## config.mk

```make
export PLATFORM = sky130hd
export DESIGN_NAME = fetch_seq_top
export DESIGN_NICKNAME = d
export VERILOG_FILES = /design/src/rtl/fetch_seq_pkg.sv /design/src/rtl/fetch_seq_ctrl.sv /design/src/rtl/fetch_seq_dp.sv /design/src/rtl/fetch_seq_top.sv
export SDC_FILE = /design/constraint.sdc
export NUM_CORES = 1
export LEC_CHECK = 0
export CAP_MARGIN = 20
export CORE_ASPECT_RATIO = 0.7
export CORE_MARGIN = 2
export CORE_UTILIZATION = 25
export CTS_CLUSTER_SIZE = 40
export DETAILED_ROUTE_END_ITERATION = 6
export GPL_TIMING_DRIVEN = 0
export PLACE_DENSITY = 0.55
export SLEW_MARGIN = 20
export SYNTH_ARGS = -nofsm -noshare
export SYNTH_HDL_FRONTEND = slang
export SYNTH_SLANG_ARGS = --single-unit
```

## constraint.sdc

```tcl
create_clock -name clk -period 1.6 [get_ports clk]
set_clock_uncertainty 0.05 [all_clocks]
set_input_delay 0.24 -clock clk [delete_from_list [all_inputs] [get_ports clk]]
set_output_delay 0.24 -clock clk [all_outputs]
set_load 0.05 [all_outputs]
```

## src/rtl/fetch_seq_pkg.sv

```systemverilog
package fetch_seq_pkg;

  typedef enum logic [2:0] {
    REG_IDLE  = 3'd0,
    REG_BG    = 3'd1,
    REG_DUMMY = 3'd2,
    REG_SPR   = 3'd3,
    REG_PRE   = 3'd4
  } region_e;

  typedef enum logic [2:0] {
    FK_NONE  = 3'd0,
    FK_NAME  = 3'd1,
    FK_ATTR  = 3'd2,
    FK_PATLO = 3'd3,
    FK_PATHI = 3'd4
  } fetch_e;

  // Strobes from control to datapath for the current dot
  typedef struct packed {
    logic    active;
    region_e region;
    logic [2:0] slot;
  } strobe_t;

endpackage

```

## src/rtl/fetch_seq_ctrl.sv

```systemverilog
module fetch_seq_ctrl
  import fetch_seq_pkg::*;
#(
  parameter int DOTS      = 341,
  parameter int LINES     = 262,
  parameter int VIS_LINES = 240,
  parameter int BG_END    = 248,
  parameter int DUMMY_END = 256,
  parameter int SPR_END   = 320,
  parameter int PRE_END   = 336
) (
  input  logic                       clk,
  input  logic                       rst_n,
  input  logic                       renderEn,
  output logic [$clog2(DOTS)-1:0]    dot,
  output logic [$clog2(LINES)-1:0]   line,
  output logic                       preRender,
  output strobe_t                    strb
);

  localparam int DW = $clog2(DOTS);
  localparam int LW = $clog2(LINES);
  localparam logic [DW-1:0] LAST_DOT  = DW'(DOTS - 1);
  localparam logic [LW-1:0] LAST_LINE = LW'(LINES - 1);
  localparam logic [LW-1:0] VIS_LIM   = LW'(VIS_LINES);
  localparam logic [DW-1:0] BG_LIM    = DW'(BG_END);
  localparam logic [DW-1:0] DUMMY_LIM = DW'(DUMMY_END);
  localparam logic [DW-1:0] SPR_LIM   = DW'(SPR_END);
  localparam logic [DW-1:0] PRE_LIM   = DW'(PRE_END);

  region_e rawRegion;
  logic    fetchLine;

  always_ff @(posedge clk) begin
    if (!rst_n) begin
      dot  <= '0;
      line <= '0;
    end else if (dot == LAST_DOT) begin
      dot  <= '0;
      line <= (line == LAST_LINE) ? '0 : line + 1'b1;
    end else begin
      dot  <= dot + 1'b1;
    end
  end

  always_comb begin
    if (dot < BG_LIM)         rawRegion = REG_BG;
    else if (dot < DUMMY_LIM) rawRegion = REG_DUMMY;
    else if (dot < SPR_LIM)   rawRegion = REG_SPR;
    else if (dot < PRE_LIM)   rawRegion = REG_PRE;
    else                      rawRegion = REG_IDLE;
  end

  assign preRender = (line == LAST_LINE);
  assign fetchLine = (line < VIS_LIM) || preRender;

  always_comb begin
    strb.active = renderEn && fetchLine && (rawRegion != REG_IDLE);
    strb.region = strb.active ? rawRegion : REG_IDLE;
    strb.slot   = dot[2:0];
  end


  dot_step_chk: assert property (@(posedge clk) disable iff (!rst_n)
    (dot != LAST_DOT) |=> (dot == DW'($past(dot) + 1'b1)));


  dot_wrap_chk: assert property (@(posedge clk) disable iff (!rst_n)
    (dot == LAST_DOT && line != LAST_LINE) |=> (dot == '0 && line == LW'($past(line) + 1'b1)));


  line_wrap_chk: assert property (@(posedge clk) disable iff (!rst_n)
    (dot == LAST_DOT && line == LAST_LINE) |=> (line == '0 && !preRender));


  no_fetch_chk: assert property (@(posedge clk) disable iff (!rst_n)
    (line >= VIS_LIM && !preRender) |-> !strb.active);


  idle_tail_chk: assert property (@(posedge clk) disable iff (!rst_n)
    (dot >= PRE_LIM) |-> !strb.active);

endmodule

```

## src/rtl/fetch_seq_dp.sv

```systemverilog
module fetch_seq_dp
  import fetch_seq_pkg::*;
(
  input  logic    clk,
  input  logic    rst_n,
  input  strobe_t strb,
  input  logic    bgHiSel,
  input  logic    sprHiSel,
  output region_e region,
  output fetch_e  fetchKind,
  output logic    a12
);

  logic tableSel;
  logic patDot;

  always_comb begin
    if (!strb.active) begin
      fetchKind = FK_NONE;
    end else begin
      unique case (strb.slot[2:1])
        2'd0:    fetchKind = FK_NAME;
        2'd1:    fetchKind = FK_ATTR;
        2'd2:    fetchKind = FK_PATLO;
        default: fetchKind = FK_PATHI;
      endcase
    end
  end

  assign region   = strb.region;
  assign tableSel = (strb.region == REG_SPR) ? sprHiSel : bgHiSel;
  assign patDot   = strb.active && strb.slot[2];
  assign a12      = patDot && tableSel;


  a12_kind_chk: assert property (@(posedge clk) disable iff (!rst_n)
    a12 |-> (fetchKind == FK_PATLO || fetchKind == FK_PATHI));


  order_chk: assert property (@(posedge clk) disable iff (!rst_n)
    (fetchKind == FK_NAME && strb.slot[0]) |=> (fetchKind == FK_ATTR || fetchKind == FK_NONE));

endmodule

```

## src/rtl/fetch_seq_top.sv

```systemverilog
module fetch_seq_top
  import fetch_seq_pkg::*;
#(
  parameter int DOTS      = 341,
  parameter int LINES     = 262,
  parameter int VIS_LINES = 240,
  parameter int BG_END    = 248,
  parameter int DUMMY_END = 256,
  parameter int SPR_END   = 320,
  parameter int PRE_END   = 336
) (
  input  logic                     clk,
  input  logic                     rst_n,
  input  logic                     renderEn,
  input  logic                     bgHiSel,
  input  logic                     sprHiSel,
  output logic [$clog2(DOTS)-1:0]  dot,
  output logic [$clog2(LINES)-1:0] line,
  output logic                     preRender,
  output logic [2:0]               region,
  output logic [2:0]               fetchKind,
  output logic                     a12
);

  strobe_t strb;
  region_e regionE;
  fetch_e  kindE;

  fetch_seq_ctrl #(
    .DOTS(DOTS), .LINES(LINES), .VIS_LINES(VIS_LINES), .BG_END(BG_END),
    .DUMMY_END(DUMMY_END), .SPR_END(SPR_END), .PRE_END(PRE_END)
  ) uCtrl (
    .clk(clk), .rst_n(rst_n), .renderEn(renderEn),
    .dot(dot), .line(line), .preRender(preRender), .strb(strb)
  );

  fetch_seq_dp uDp (
    .clk(clk), .rst_n(rst_n), .strb(strb), .bgHiSel(bgHiSel), .sprHiSel(sprHiSel),
    .region(regionE), .fetchKind(kindE), .a12(a12)
  );

  assign region    = regionE;
  assign fetchKind = kindE;


  render_off_chk: assert property (@(posedge clk) disable iff (!rst_n)
    !renderEn |-> (!a12 && fetchKind == 3'd0 && region == 3'd0));

endmodule

```

==> results.md, run 1 <==
* CTS buffer count at 3
* IO buf count at 30
* Die width at 82.32 um
* Largest family of logic cells by synthesized area: simple AND/OR/NAND/NOR gates
* Ys async rst share at 0
* Reg-to-reg startpoint: uCtrl.line[4]$_SDFFE_PN0P_
* Number of flops mapped to enable cells by yosys at 0
* Global-route wire length before repair at 4809 um
* Synth Warn # at 0
* Max-cap violations at 0
* Router iterations before antenna repair at 4
* Num Clock Sinks at 18
* HP Class: flip-flop to flip-flop
* Synth Register Bits at 18
* Layout cells sized above 1 at 0.4195
* Crit path launch type: flip-flop
* Vias in the first global route at 965
* Detail Route Antenna Nets at 0
* PwrDens at around 530 nW/um2
* Dpl ws at -1.137 ns
* Worst slew pin tran at 0.4969 ns
* Gr usage total at 0.1349
* Mapped Area at roughly 1100 um2
* M2 GR Usage at 0.1924
* Ports at 31
* H-tree levels at 1
* Remaining Overflow, GRT at 0
* Crit path buf inv count at 2
* Largest net degree at the start of global routing at 11
* Post-synth cell types at 36
* Post-Synth XOR/XNOR Area at 0.1061
* Buffer type at the clock tree root: clkbuf_8
* DP HPWL at around 2200 um
* Post-synthesis simple-gate area fraction at 0.3403
* Worst Setup End Kind: output pin
* # DRC at 0
* Die Span Y at 58.83 um
* CTS clk-pin slew, worst paths at roughly 0.07 ns
* Status: complete, but fails checks
* Top FF cell, synth: dfxtp_1
* Clk_lat worst skew at about 0.26 ns
* Most frequent cells in the layout: nor2_1 (17), dlygate4sd2_1 (17), buf_6 (11), buf_4 (11), dfxtp_4 (9)
* CORE AREA at 4018 um2
* Final Max Tran Viols at 0
* Met1 Usage GRT at 0.1987
* Wire length per cell at 13.53 um
* Hold Crit Start: uCtrl.dot[0]$_SDFF_PP0_
* Starting Density at 0.2672
* Synth Area in Compound Gates at 0.07226
* Area delta synth->final at 67.25%
* Delay-heaviest family, CP: simple AND/OR/NAND/NOR gates
* Sequential element share of the synthesized area at 0.3357
* Final wirelength at 3058 um
* 1st-iter DRT viols at 57
* Cells along the critical path: or4_4 > nor2_4 > o211ai_1 > buf_4 > nor3_4 > buf_6
* Syn_area_per_cell at 8.520 um2
* Lkg Pwr at about 0.75 nW
* Data arrival, critical path at between 1.5 and 2 ns
* Peak Freq at 459.1 MHz
* Fillers at 392
* GP Congestion at 0.8944
* Failing checks: setup timing
* Worst-path fanout max at 4
* Final period utilization at 1.361
* VDD IR max at 0.2535 mV
* Worst setup path class: flip-flop to output pin
* Hold_ws at 0.4181 ns
* CP max-delay cell: or4_4
* Start point of the critical path: uCtrl.line[4]$_SDFFE_PN0P_
* Final-stage net count at 188
* Row count at 19
* Fin crit period at roughly 2.2 ns
* CTS Hold Bufs at 0
* CTS tree: done
* Syn Nets at between 100 and 150
* Worst slew margin at 0.6700
* Post-Syn Instances at 126
* Post-Synth Adder-Cell Area at 0.09324
* Avg Vias per Cell at 4.730
* Unrepaired setup endpoints after global routing: true
* Worst Path Required at 1.31 ns
* Worst setup margin at -0.5782 ns
* Final Setup Violations at 17
* Peak per-stage delay on the critical path at 0.55 ns
* Multiplexer share of the synthesized area at 0.009324
* Global routing met3 resource utilization at 0.03681
* Final hold viol count at 0
* Max clock buf depth at 2
* ANT cells at 0
* Via Count at 1069
* Die area at 4842 um2
* GRT busiest layer: met1
* Initial antenna violation count at 0
-- per-layer routing --
layer | vias up | share of wire
met5 | - | 0
met4 | 0 | 0.0088
met3 | 2 | 0.051
met2 | 36 | 0.46
met1 | 487 | 0.48
li1 | 544 | -
-- kinds of logic (layout without fill, tap and decap cells) --
logic type | Yosys count | after routing
buffers and inverters | 11 | 59
AO/OA/AOI/OAI | 12 | 12
XOR/XNOR | 13 | 13
AND/OR/NAND/NOR | 63 | 63
adder cells (fa/ha/maj) | 8 | 8
flip-flops | 18 | 18
multiplexers | 1 | 1
-- path summary, 6_finish.rpt --
check | to | slack (ns) | depth (start not counted)
worst min register to register | uCtrl.dot[0]$_SDFF_PP0_ | 0.42 | 1
worst min-delay path | uCtrl.dot[0]$_SDFF_PP0_ | 0.42 | 1
worst max register to register | uCtrl.line[8]$_SDFFE_PN0P_ | -0.45 | 8
worst max-delay path | a12 | -0.58 | 6
-- state kept, by name, indices dropped and copies added, names as in the netlist --
name / count
uCtrl.line: 9
uCtrl.dot: 9
-- worst reg2reg max path, stage by stage (launching register included) --
cell	delay (ns)
dfxtp_4	0.35
or4_4	0.55
buf_4	0.16
buf_6	0.10
buf_6	0.10
buf_6	0.10
nor3b_4	0.19
o211ai_1	0.10
a32o_1	0.25
-- Yosys cell counts (2+ instances only) --
master | n | area share
a21oi_1 | 4 | 0.019
and3_1 | 2 | 0.012
and4_1 | 2 | 0.016
buf_2 | 3 | 0.014
dfxtp_1 | 18 | 0.34
ha_1 | 8 | 0.093
inv_1 | 7 | 0.024
nand2_1 | 7 | 0.024
nand3_1 | 6 | 0.028
nand4_1 | 5 | 0.029
nor2_1 | 21 | 0.073
nor3_1 | 5 | 0.023
nor4_1 | 2 | 0.012
o211ai_1 | 2 | 0.014
o21ai_1 | 2 | 0.0093
xnor2_1 | 5 | 0.041
xor2_1 | 8 | 0.065
-- stage by stage --
step | setup TNS (ns) | area, um2 | util | cells | power (W)
floorplan | -5.496 | 1205 | - | 126 | 0.0005736
global placement | -8.361 | 1570 | 0.3908 | 208 | 0.0006233
detailed placement | -8.734 | 1570 | 0.3908 | 208 | 0.0006255
CTS | -7.723 | 1714 | 0.4267 | 223 | 0.0009581
global route | -8.536 | 1795 | 0.4469 | 226 | 0.0009941
finish | -7.413 | 1795 | 0.4469 | 226 | 0.0009507
-- power breakdown --
part           internal [W]  switching [W]
clock network      0.000171       0.000162
logic             0.0000613       0.000103
registers          0.000443      0.0000101
-- final cells by class --
class	instances	area [um2]	share of cell area
Sequential cell	18	404.1	0.2251
Tap cell	52	65.06	0.03624
Clock buffer	3	41.29	0.02300
Timing Repair Buffer	44	416.7	0.2321
Inverter	7	26.28	0.01463
Buffer	4	37.54	0.02091
Multi-Input combinational cell	97	800.8	0.4460
Clock inverter	1	3.754	0.002091
-- timing repair --
action | CTS | global route
pin swaps | 7 | 8
resized for setup | 82 | 15
endpoints found under the setup margin | 34 | 18
setup buffers | 11 | 4
(Power assumes the default switching activity.)
==> run 2, diff against run 1 <==
--- a/config.mk
+++ b/config.mk
@@ -12,7 +12,8 @@
 export CTS_CLUSTER_SIZE = 40
 export DETAILED_ROUTE_END_ITERATION = 6
 export GPL_TIMING_DRIVEN = 0
-export PLACE_DENSITY = 0.55
+export HOLD_SLACK_MARGIN = 0.03
+export PLACE_DENSITY = 0.54
 export SLEW_MARGIN = 20
 export SYNTH_ARGS = -nofsm -noshare
 export SYNTH_HDL_FRONTEND = slang
==> constraint.sdc (replaced) <==
create_clock -name clk -period 2.2 [get_ports clk]
set_clock_uncertainty 0.05 [all_clocks]
set_input_delay 0.33 -clock clk [delete_from_list [all_inputs] [get_ports clk]]
set_output_delay 0.33 -clock clk [all_outputs]
set_load 0.05 [all_outputs]
==> run 2 against run 1 <==
Compared with the run above:
- the flow still finishes with violations (setup timing)
- cell area fell by 9.2%
- core utilization fell by 4.1 points
- clock power fell by 17%
- routed wire length fell by 9.2%
- combinational power fell by 31%
- die area did not move
- clock-buffer cell count rose by 1
- sequential share of layout area rose by 0.36 points
- first-iteration DRC count fell by 39%
- critical endpoint is now fetchKind[0]
- largest power group unchanged
==> results.md, run 2 (synthesis results as in run 1) <==
* Status: complete, but fails checks
* Failing checks: setup timing
* GP Congestion at 0.9316 (+4.2%)
* Layout cells sized above 1 at 0.2424 (-0.1771)
* VDD IR max at 0.1937 mV (-24%)
* CORE AREA at 4018 um2 (unchanged)
* Final wirelength at 2778 um (-9.2%)
* Remaining Overflow, GRT at 0 (unchanged)
* Die width at 82.32 um (unchanged)
* Peak per-stage delay on the critical path at 0.53 ns (-0.02 ns)
* Starting Density at 0.2672 (unchanged)
* CTS buffer count at 3 (unchanged)
* ANT cells at 0 (unchanged)
* # DRC at 0 (unchanged)
* CTS tree: done
* PwrDens at 444.9 nW/um2 (-16%)
* Unrepaired setup endpoints after global routing: true
* CP max-delay cell: or4_4
* Crit path buf inv count at 2 (unchanged)
* Final period utilization at 1.020
* Die Span Y at 58.83 um (unchanged)
* Vias in the first global route at 930 (-3.6%)
* Worst Setup End Kind: output pin
* Gr usage total at 0.1204 (-0.01444)
* Buffer type at the clock tree root: clkbuf_8
* Final hold viol count at 0 (unchanged)
* Final Setup Violations at 4 (-13)
* Worst-path fanout max at 4 (unchanged)
* Worst slew pin tran at 0.4979 ns (+0.001004 ns)
* Data arrival, critical path at 1.86 ns (-0.03 ns)
* Wire length per cell at 12.80 um (-5.4%)
* Final-stage net count at 179 (-4.8%)
* Router iterations before antenna repair at 4 (unchanged)
* Row count at 19 (unchanged)
* Max-cap violations at 0 (unchanged)
* Clk_lat worst skew at 0.25 ns (about the same)
* Biggest regs: uCtrl.dot x9, uCtrl.line x9
* H-tree levels at 1 (unchanged)
* Global-route wire length before repair at 4388 um (-8.8%)
* DP HPWL at 2136 um (-4.8%)
* Cells along the critical path: or4_4 > nor2_4 > o211ai_1 > buf_4 > nor3_4 > buf_6
* Worst setup margin at -0.04474 ns (+0.5335 ns)
* Largest net degree at the start of global routing at 11 (unchanged)
* Worst Path Required at 1.82 ns (+0.51 ns)
* CTS clk-pin slew, worst paths at 0.07 ns (about the same)
* Crit path launch type: flip-flop
* Ports at 31 (unchanged)
* Area after DPL at 1509 um2 (-3.9%)
* Delay-heaviest family, CP: simple AND/OR/NAND/NOR gates
* Worst setup path class: flip-flop to output pin
* Die area at 4842 um2 (unchanged)
* Fin crit period at 2.245 ns
* Avg Vias per Cell at 4.797 (+1.4%)
* IO buf count at 30 (unchanged)
* Final Instance Area at 1630 um2 (-9.2%)
* Start point of the critical path: uCtrl.line[3]$_SDFFE_PN0P_
* Initial antenna violation count at 0 (unchanged)
* Final TNS setup at -0.1159 ns (+7.297 ns)
* Most frequent cells in the layout: clkdlybuf4s50_1 (22), nor2_1 (18), dfxtp_1 (12)
* Max clock buf depth at 2 (unchanged)
* Hold Crit Start: uCtrl.dot[0]$_SDFF_PP0_
* Commonest non-fill, non-tap cell in the layout: clkdlybuf4s50_1
* Fillers at 396 (+1.0%)
* Worst slew margin at 0.6670 (-0.003024)
* Reg-to-reg startpoint: uCtrl.line[3]$_SDFFE_PN0P_
* Detail Route Antenna Nets at 0 (unchanged)
* Peak Freq at 445.5 MHz
* HP Class: flip-flop to flip-flop
* Final Max Tran Viols at 0 (unchanged)
* Area delta synth->final at 51.86%
* Via Count at 1041 (-2.6%)
* Lkg Pwr at 0.6187 nW (-18%)
* Num Clock Sinks at 18 (unchanged)
* CTS Hold Bufs at 0 (unchanged)
* 1st-iter DRT viols at 35 (-39%)
run 2: cell count changes in the layout (fill, tap and decap cells not counted), moves of 3 or more:
cell / change
dfxtp_1: +11
buf_4: -6
dfxtp_4: -7
buf_6: -5
dlygate4sd2_1: -17
inv_1: +3
clkdlybuf4s50_1: +18
inv_2: -3
dfxtp_2: -4
run 2: final timing paths:
path	depth (start not counted)	to	slack, ns
setup reg to reg	5	uCtrl.line[6]$_SDFFE_PN0P_	0.37
setup / recovery	6	fetchKind[0]	-0.04
hold / removal	1	uCtrl.dot[0]$_SDFF_PP0_	0.48
hold reg to reg	1	uCtrl.dot[0]$_SDFF_PP0_	0.48
run 2: stage by stage:
stage                     hold slack (ns)  setup WS [ns]  utilization  std cells   power, W
after floorplan                    0.4259        -0.3155            -        126  0.0004152
after global placement             0.4438        -0.6072       0.3756        208  0.0004504
after detailed placement           0.4651        -0.6217       0.3756        208  0.0004532
after CTS                          0.4820       -0.09009       0.3977        216  0.0007316
after global routing               0.5263        -0.1188       0.4058        217  0.0007509
final                              0.4782       -0.04474       0.4058        217  0.0007253
run 2: what timing repair did:
action                     CTS  global route
gates resized for setup     49             3
buffers inserted             4             1
pin swaps                    5             4
setup endpoints to repair    8             7
run 2: layer usage:
metal / vias to the layer above / GRT usage / share of wire
met2: 33 / 0.1624 / 0.42
met4: 0 / 0.05000 / 0.014
met5: - / 0 / 0
li1: 517 / - / -
met1: 487 / 0.1747 / 0.50
met3: 4 / 0.03834 / 0.071
run 2: power by group:
part | internal [W] | total [W] | switching [W]
combinational | 0.0000416 | 0.000114 | 0.0000724
clock | 0.000159 | 0.000276 | 0.000117
sequential | 0.000328 | 0.000335 | 0.00000715
run 2: cell type report:
class	instances	area, um2	area share
repair buffers	35	355.3	0.2180
plain buffers	4	20.02	0.01228
well taps	52	65.06	0.03991
flip-flops and latches	18	372.9	0.2287
inverters	7	26.28	0.01612
multi-input cells	97	735.7	0.4513
clock buffers	4	55.05	0.03377
